===== config.mk =====
export PLATFORM = sky130hd
export DESIGN_NAME = dis_issue_unit
export DESIGN_NICKNAME = d
export VERILOG_FILES = /design/src/rtl/dis_pkg.sv /design/src/rtl/dis_scoreboard.sv /design/src/rtl/dis_slot_hazard.sv /design/src/rtl/dis_issue_unit.sv
export SDC_FILE = /design/constraint.sdc
export NUM_CORES = 1
export LEC_CHECK = 0
export BUFFER_PORTS_ARGS = -buffer_cell sky130_fd_sc_hd__buf_2
export CORE_AREA = 2 2 141 143
export CTS_BUF_LIST = sky130_fd_sc_hd__clkbuf_4
export CTS_CLUSTER_DIAMETER = 120
export CTS_CLUSTER_SIZE = 30
export DETAILED_ROUTE_END_ITERATION = 12
export DIE_AREA = 0 0 143 145
export PLACE_DENSITY = 0.63
export SLEW_MARGIN = 20
export SYNTH_ARGS = -nofsm -noshare
export SYNTH_HDL_FRONTEND = slang
export SYNTH_HIERARCHICAL = 1
export SYNTH_SLANG_ARGS = --single-unit

===== constraint.sdc =====
create_clock -name clk -period 6.87 [get_ports clk]
set_clock_uncertainty 0.15 [all_clocks]
set_input_delay 1.374 -clock clk [delete_from_list [all_inputs] [get_ports clk]]
set_output_delay 1.374 -clock clk [all_outputs]
set_load 0.01 [all_outputs]

===== src/rtl/dis_pkg.sv =====
package dis_pkg;
  localparam int NSLOT = 2;

  typedef enum logic [2:0] {
    HZ_NONE,
    HZ_RAW,
    HZ_WAW,
    HZ_PAIR_RAW,
    HZ_PAIR_WAW,
    HZ_RESOURCE,
    HZ_ORDER,
    HZ_FLUSH
  } hz_e;
endpackage


===== src/rtl/dis_scoreboard.sv =====
module dis_scoreboard #(
  parameter int NREG = 16,
  parameter int LATW = 4,
  localparam int REGW = $clog2(NREG)
) (
  input  logic            clk,
  input  logic            rst_n,
  input  logic            flush,
  input  logic            wr_en  [dis_pkg::NSLOT],
  input  logic [REGW-1:0] wr_idx [dis_pkg::NSLOT],
  input  logic [LATW-1:0] wr_load[dis_pkg::NSLOT],
  output logic [LATW-1:0] cnt    [NREG]
);
  logic [LATW-1:0] cnt_q [NREG];
  logic [LATW-1:0] cnt_d [NREG];

  for (genvar g = 0; g < NREG; g++) begin : g_reg
    always_comb begin
      cnt_d[g] = (cnt_q[g] == '0) ? '0 : cnt_q[g] - LATW'(1);
      for (int k = 0; k < dis_pkg::NSLOT; k++) begin
        if (wr_en[k] && (wr_idx[k] == REGW'(g)) && (wr_load[k] > cnt_d[g])) begin
          cnt_d[g] = wr_load[k];
        end
      end
    end

    always_ff @(posedge clk or negedge rst_n) begin
      if (!rst_n) begin
        cnt_q[g] <= '0;
      end else if (flush) begin
        cnt_q[g] <= '0;
      end else begin
        cnt_q[g] <= cnt_d[g];
      end
    end

    assign cnt[g] = cnt_q[g];
  end
endmodule


===== src/rtl/dis_slot_hazard.sv =====
module dis_slot_hazard #(
  parameter int NREG = 16,
  parameter int LATW = 4,
  localparam int REGW = $clog2(NREG)
) (
  input  logic [LATW-1:0] cnt [NREG],
  input  logic [REGW-1:0] src_a,
  input  logic            src_a_en,
  input  logic [REGW-1:0] src_b,
  input  logic            src_b_en,
  input  logic [REGW-1:0] dst,
  input  logic            dst_en,
  input  logic [LATW-1:0] lat,
  output logic [LATW-1:0] load,
  output dis_pkg::hz_e    hz
);
  logic raw_a, raw_b, waw;

  assign load  = (lat == '0) ? '0 : lat - LATW'(1);
  assign raw_a = src_a_en && (cnt[src_a] != '0);
  assign raw_b = src_b_en && (cnt[src_b] != '0);
  assign waw   = dst_en && (cnt[dst] > load);

  always_comb begin
    if (raw_a || raw_b) hz = dis_pkg::HZ_RAW;
    else if (waw)       hz = dis_pkg::HZ_WAW;
    else                hz = dis_pkg::HZ_NONE;
  end
endmodule


===== src/rtl/dis_issue_unit.sv =====
module dis_issue_unit #(
  parameter int NREG = 16,
  parameter int LATW = 4,
  localparam int REGW = $clog2(NREG)
) (
  input  logic            clk,
  input  logic            rst_n,
  input  logic            flush,
  input  logic            in0_valid,
  output logic            in0_ready,
  input  logic [REGW-1:0] in0_src_a,
  input  logic            in0_src_a_en,
  input  logic [REGW-1:0] in0_src_b,
  input  logic            in0_src_b_en,
  input  logic [REGW-1:0] in0_dst,
  input  logic            in0_dst_en,
  input  logic [LATW-1:0] in0_lat,
  input  logic            in0_mul,
  input  logic            in1_valid,
  output logic            in1_ready,
  input  logic [REGW-1:0] in1_src_a,
  input  logic            in1_src_a_en,
  input  logic [REGW-1:0] in1_src_b,
  input  logic            in1_src_b_en,
  input  logic [REGW-1:0] in1_dst,
  input  logic            in1_dst_en,
  input  logic [LATW-1:0] in1_lat,
  input  logic            in1_mul,
  output logic            pipe0_valid,
  output logic            pipe1_valid,
  output logic            stall
);
  import dis_pkg::*;

  logic [REGW-1:0] s_src_a [NSLOT];
  logic            s_src_a_en [NSLOT];
  logic [REGW-1:0] s_src_b [NSLOT];
  logic            s_src_b_en [NSLOT];
  logic [REGW-1:0] s_dst [NSLOT];
  logic            s_dst_en [NSLOT];
  logic [LATW-1:0] s_lat [NSLOT];
  logic [LATW-1:0] s_load [NSLOT];
  hz_e             s_hz [NSLOT];
  hz_e             hz0, hz1;
  logic            iss [NSLOT];
  logic            wr_en [NSLOT];
  logic [LATW-1:0] cnt [NREG];

  assign s_src_a[0] = in0_src_a;  assign s_src_a[1] = in1_src_a;
  assign s_src_a_en[0] = in0_src_a_en;  assign s_src_a_en[1] = in1_src_a_en;
  assign s_src_b[0] = in0_src_b;  assign s_src_b[1] = in1_src_b;
  assign s_src_b_en[0] = in0_src_b_en;  assign s_src_b_en[1] = in1_src_b_en;
  assign s_dst[0] = in0_dst;  assign s_dst[1] = in1_dst;
  assign s_dst_en[0] = in0_dst_en;  assign s_dst_en[1] = in1_dst_en;
  assign s_lat[0] = in0_lat;  assign s_lat[1] = in1_lat;

  for (genvar k = 0; k < NSLOT; k++) begin : g_slot
    dis_slot_hazard #(.NREG(NREG), .LATW(LATW)) hz_i (
      .cnt      (cnt),
      .src_a    (s_src_a[k]),
      .src_a_en (s_src_a_en[k]),
      .src_b    (s_src_b[k]),
      .src_b_en (s_src_b_en[k]),
      .dst      (s_dst[k]),
      .dst_en   (s_dst_en[k]),
      .lat      (s_lat[k]),
      .load     (s_load[k]),
      .hz       (s_hz[k])
    );
    assign wr_en[k] = iss[k] && s_dst_en[k];
  end

  logic pair_raw, pair_waw, mul_clash;

  assign pair_raw = in0_dst_en &&
                    ((in1_src_a_en && (in1_src_a == in0_dst)) ||
                     (in1_src_b_en && (in1_src_b == in0_dst)));
  assign pair_waw = in0_dst_en && in1_dst_en && (in1_dst == in0_dst) &&
                    (s_load[1] < s_load[0]);
  assign mul_clash = in0_mul && in1_mul;

  always_comb begin
    if (flush) hz0 = HZ_FLUSH;
    else       hz0 = s_hz[0];
  end

  always_comb begin
    if (flush)               hz1 = HZ_FLUSH;
    else if (!iss[0])        hz1 = HZ_ORDER;
    else if (s_hz[1] != HZ_NONE) hz1 = s_hz[1];
    else if (pair_raw)       hz1 = HZ_PAIR_RAW;
    else if (pair_waw)       hz1 = HZ_PAIR_WAW;
    else if (mul_clash)      hz1 = HZ_RESOURCE;
    else                     hz1 = HZ_NONE;
  end

  assign iss[0] = in0_valid && (hz0 == HZ_NONE);
  assign iss[1] = in1_valid && (hz1 == HZ_NONE);

  dis_scoreboard #(.NREG(NREG), .LATW(LATW)) sb_i (
    .clk     (clk),
    .rst_n   (rst_n),
    .flush   (flush),
    .wr_en   (wr_en),
    .wr_idx  (s_dst),
    .wr_load (s_load),
    .cnt     (cnt)
  );

  assign in0_ready   = iss[0];
  assign in1_ready   = iss[1];
  assign pipe0_valid = iss[0];
  assign pipe1_valid = iss[1];
  assign stall       = (in0_valid && !iss[0]) || (in1_valid && !iss[1]);
endmodule


==> impl_metrics.ini <==
[critical_path]
path_cells = buf_2 -> buf_4 -> mux4_2 -> mux4_2 -> ha_1 -> o21ai_0 -> nand2b_1 -> a21oi_1 -> nor3_2 -> nor4_1 -> and3_1 -> and3_1 -> nand3_1 -> a21oi_2 -> mux2_2 -> ha_1 -> and4_1 -> or4_4 -> a21o_4 -> nor2_1 -> a211oi_2
worstSetupPathType = in -> reg
critPathLaunchType = primary input
timing.rr.start = sb_i/cnt[49]
cp_max_fo = 13
cpMaxStageDelayCell = mux4_2
cp_slowest_stage_delay_ns = 0.53
cp.arrival_ns = 6.40
r2r_end = sb_i/cnt[15]
rrSetupSlack_ns = 1.27
cp.required_ns = 7.03
worstSetupEndpointType = flip-flop
r2r_cells = 20

[logic_synthesis]
yosys.area.top_type = ha_1
synth_area_per_cell_um2 = 9.379
syn_inst = 1004
synth_top_area_share_pct = 18.47
yosysSeqAreaShare_pct = 17.01
syn_nets = 1188
synth_edf_count = 0
synth.most_common_cell = ha_1
ys_types = 63
yosysWarnings = 6
synth_common_cells = ha_1, a21oi_1, nor2_1
synthFlopType = dfrtp_1
netlist_area_mm2 = 0.009417
ys_ff_latch = 64
async_flop_share_pct = 100.0
synthTopCellsByArea = ha_1, dfrtp_1, mux4_2

[floorplanning]
die_h_um = 145
dieArea_mm2 = 0.02074
ios = 50
core-area_mm2 = 0.01921
die_width_um = 143
row_count = 51
start_util_pct = 49.03

[worst_hold_path]
min_to = sb_i/cnt[8]
worstHoldStart = sb_i/cnt[8]
hold_depth = 4
hold_class = reg -> reg

[drt]
avgViaCountPerCell = 6.808
routedWlPerCell_um = 23.80
ant_nets = 0
vias = 9028
routed_wl_um = 31560
drt-pass1-iter-count = 5
initialDrtViolationCount = 910
drc = 0

[global_routing]
grt_pass1_vias = 8604
grt_use_total_pct = 30.58
grt_pass1_wl_um = 48790
antenna_found_initial = 2
grt_max_degree = 65
gr-total-overflow = 0

[sta]
worstMarginPinSlew_ns = 1.165
finalSetupViolations = 0
timing.fmax_mhz = 160.4
fin_setup_tns_ns = 0
finalCritPeriodShare_pct = 90.77
finalCriticalPeriod_ns = 6.236
whs_ns = 0.6288
rsz0062_at_grt = false
drv_slew = 0
hold_viol = 0
layout_setup_ws_ns = 0.6342
slew_headroom_pct = 22.31

[clock_tree]
cts.htree.levels = 3
cts_hold_buffers = 0
clock_sinks = 64
cts_buffer_depth = 2
worstSkewPairLatency_ns = 0.47
cts-root-buf = clkbuf_4
clk_pin_slew_ns = 0.10
cts_tree = done
post_cts_buffers = 0
cts_resized = 0
cts_buffers = 9

[cells_and_area]
largest_reg_flops = 64
synthToLayoutAreaGrowth_pct = 7.667
drive_gt1_share_pct = 22.29
final_nets = 1238
n_fill_cell = 1781

[place]
pre_cts_ws_ns = 0.1959
dp_hpwl_um = 22720
portBuffers = 49
gp_congestion = 0.9893

[power]
p_seq_share_pct = 39.0
p_switching_uw = 361.2
p_leak_nw = 4.260
finalPower_uw = 968.9
switching_share_pct = 37.28
power_density_mw_per_mm2 = 95.57
clockPowerShare_pct = 27.7
comb_power_share_pct = 33.3
internal_power_uw = 607.7
ir_worst_vdd_v = 0.00006285

[outcome]
status = completed

[job]
cap_violations = 0
-- per-layer routing --
layer | vias up | GRT usage, % | wire [um]
li1 | 4120 | - | -
met1 | 4373 | 42.58 | 13840
met2 | 460 | 47.89 | 14090
met3 | 75 | 5.083 | 2638
met4 | 0 | 10.69 | 990
met5 | - | 0 | 0
-- worst max-delay path by stage --
| stage | start | to | cells past startpoint |
|---|---|---|---|
| floorplan | in0_dst[0] | sb_i/cnt[15] | 22 |
| global placement | in0_dst[0] | sb_i/cnt[13] | 23 |
| detailed placement | in0_dst[0] | sb_i/cnt[15] | 21 |
| CTS | in0_dst[0] | sb_i/cnt[15] | 21 |
| global route | in0_dst[0] | sb_i/cnt[52] | 21 |
| finish | in0_dst[0] | sb_i/cnt[15] | 21 |
-- final cells by class --
| cell class | instances | area, um2 | share of cell area [%] |
|---|---|---|---|
| Timing Repair Buffer | 69 | 395.4 | 3.900 |
| Sequential cell | 64 | 1602 | 15.80 |
| Clock inverter | 5 | 47.55 | 0.4690 |
| Multi-Input combinational cell | 882 | 7570 | 74.66 |
| Antenna cell | 2 | 5.005 | 0.04936 |
| Tap cell | 265 | 331.6 | 3.270 |
| Inverter | 28 | 105.1 | 1.037 |
| Clock buffer | 11 | 82.58 | 0.8145 |
-- cells by family (layout without fill, tap and decap cells) --
| logic type | Yosys count | in the layout | synth area share, % |
|---|---|---|---|
| AND/OR/NAND/NOR | 319 | 319 | 19.08 |
| AO/OA/AOI/OAI | 286 | 286 | 21.46 |
| adder cells (fa/ha/maj) | 139 | 139 | 18.47 |
| multiplexers | 124 | 124 | 20.18 |
| flip-flops | 64 | 64 | 17.01 |
| buffers and inverters | 58 | 113 | 2.604 |
| XOR/XNOR | 12 | 12 | 1.116 |
| other | 2 | 4 | 0.07975 |
-- cell usage in the layout (no fill, tap or decap), types with 33 or more instances in the layout --
cell type / count
a21oi_1: 77
nand2_1: 33
o211ai_1: 33
dfrtp_1: 64
nor2_1: 68
buf_2: 49
mux2_2: 63
nor2b_1: 46
mux4_2: 46
ha_1: 139
-- through the flow --
step                cell area, um2  utilization, %  cells
floorplan                     9417               -   1004
global placement             10000           52.08   1308
detailed placement           10000           52.08   1308
CTS                          10130           52.76   1324
global route                 10140           52.78   1326
finish                       10140           52.78   1326
-- power groups by stage --
stage | clock, mW | combinational (mW) | sequential [mW]
2_1_floorplan | 0 | 0.201 | 0.385
3_3_place_gp | 0 | 0.312 | 0.386
3_5_place_dp | 0 | 0.316 | 0.386
4_1_cts | 0.274 | 0.318 | 0.378
5_1_grt | 0.288 | 0.355 | 0.378
6_report | 0.268 | 0.322 | 0.378
-- critical path, delay by kind of cell --
kind,cells,cell delay (ns)
mux,3,1.38
buf+inv,2,0.46
simple gates,9,1.82
compound gates,5,0.77
fa+ha+maj,2,0.61
Note: power is estimated with default switching activity, not from simulation.
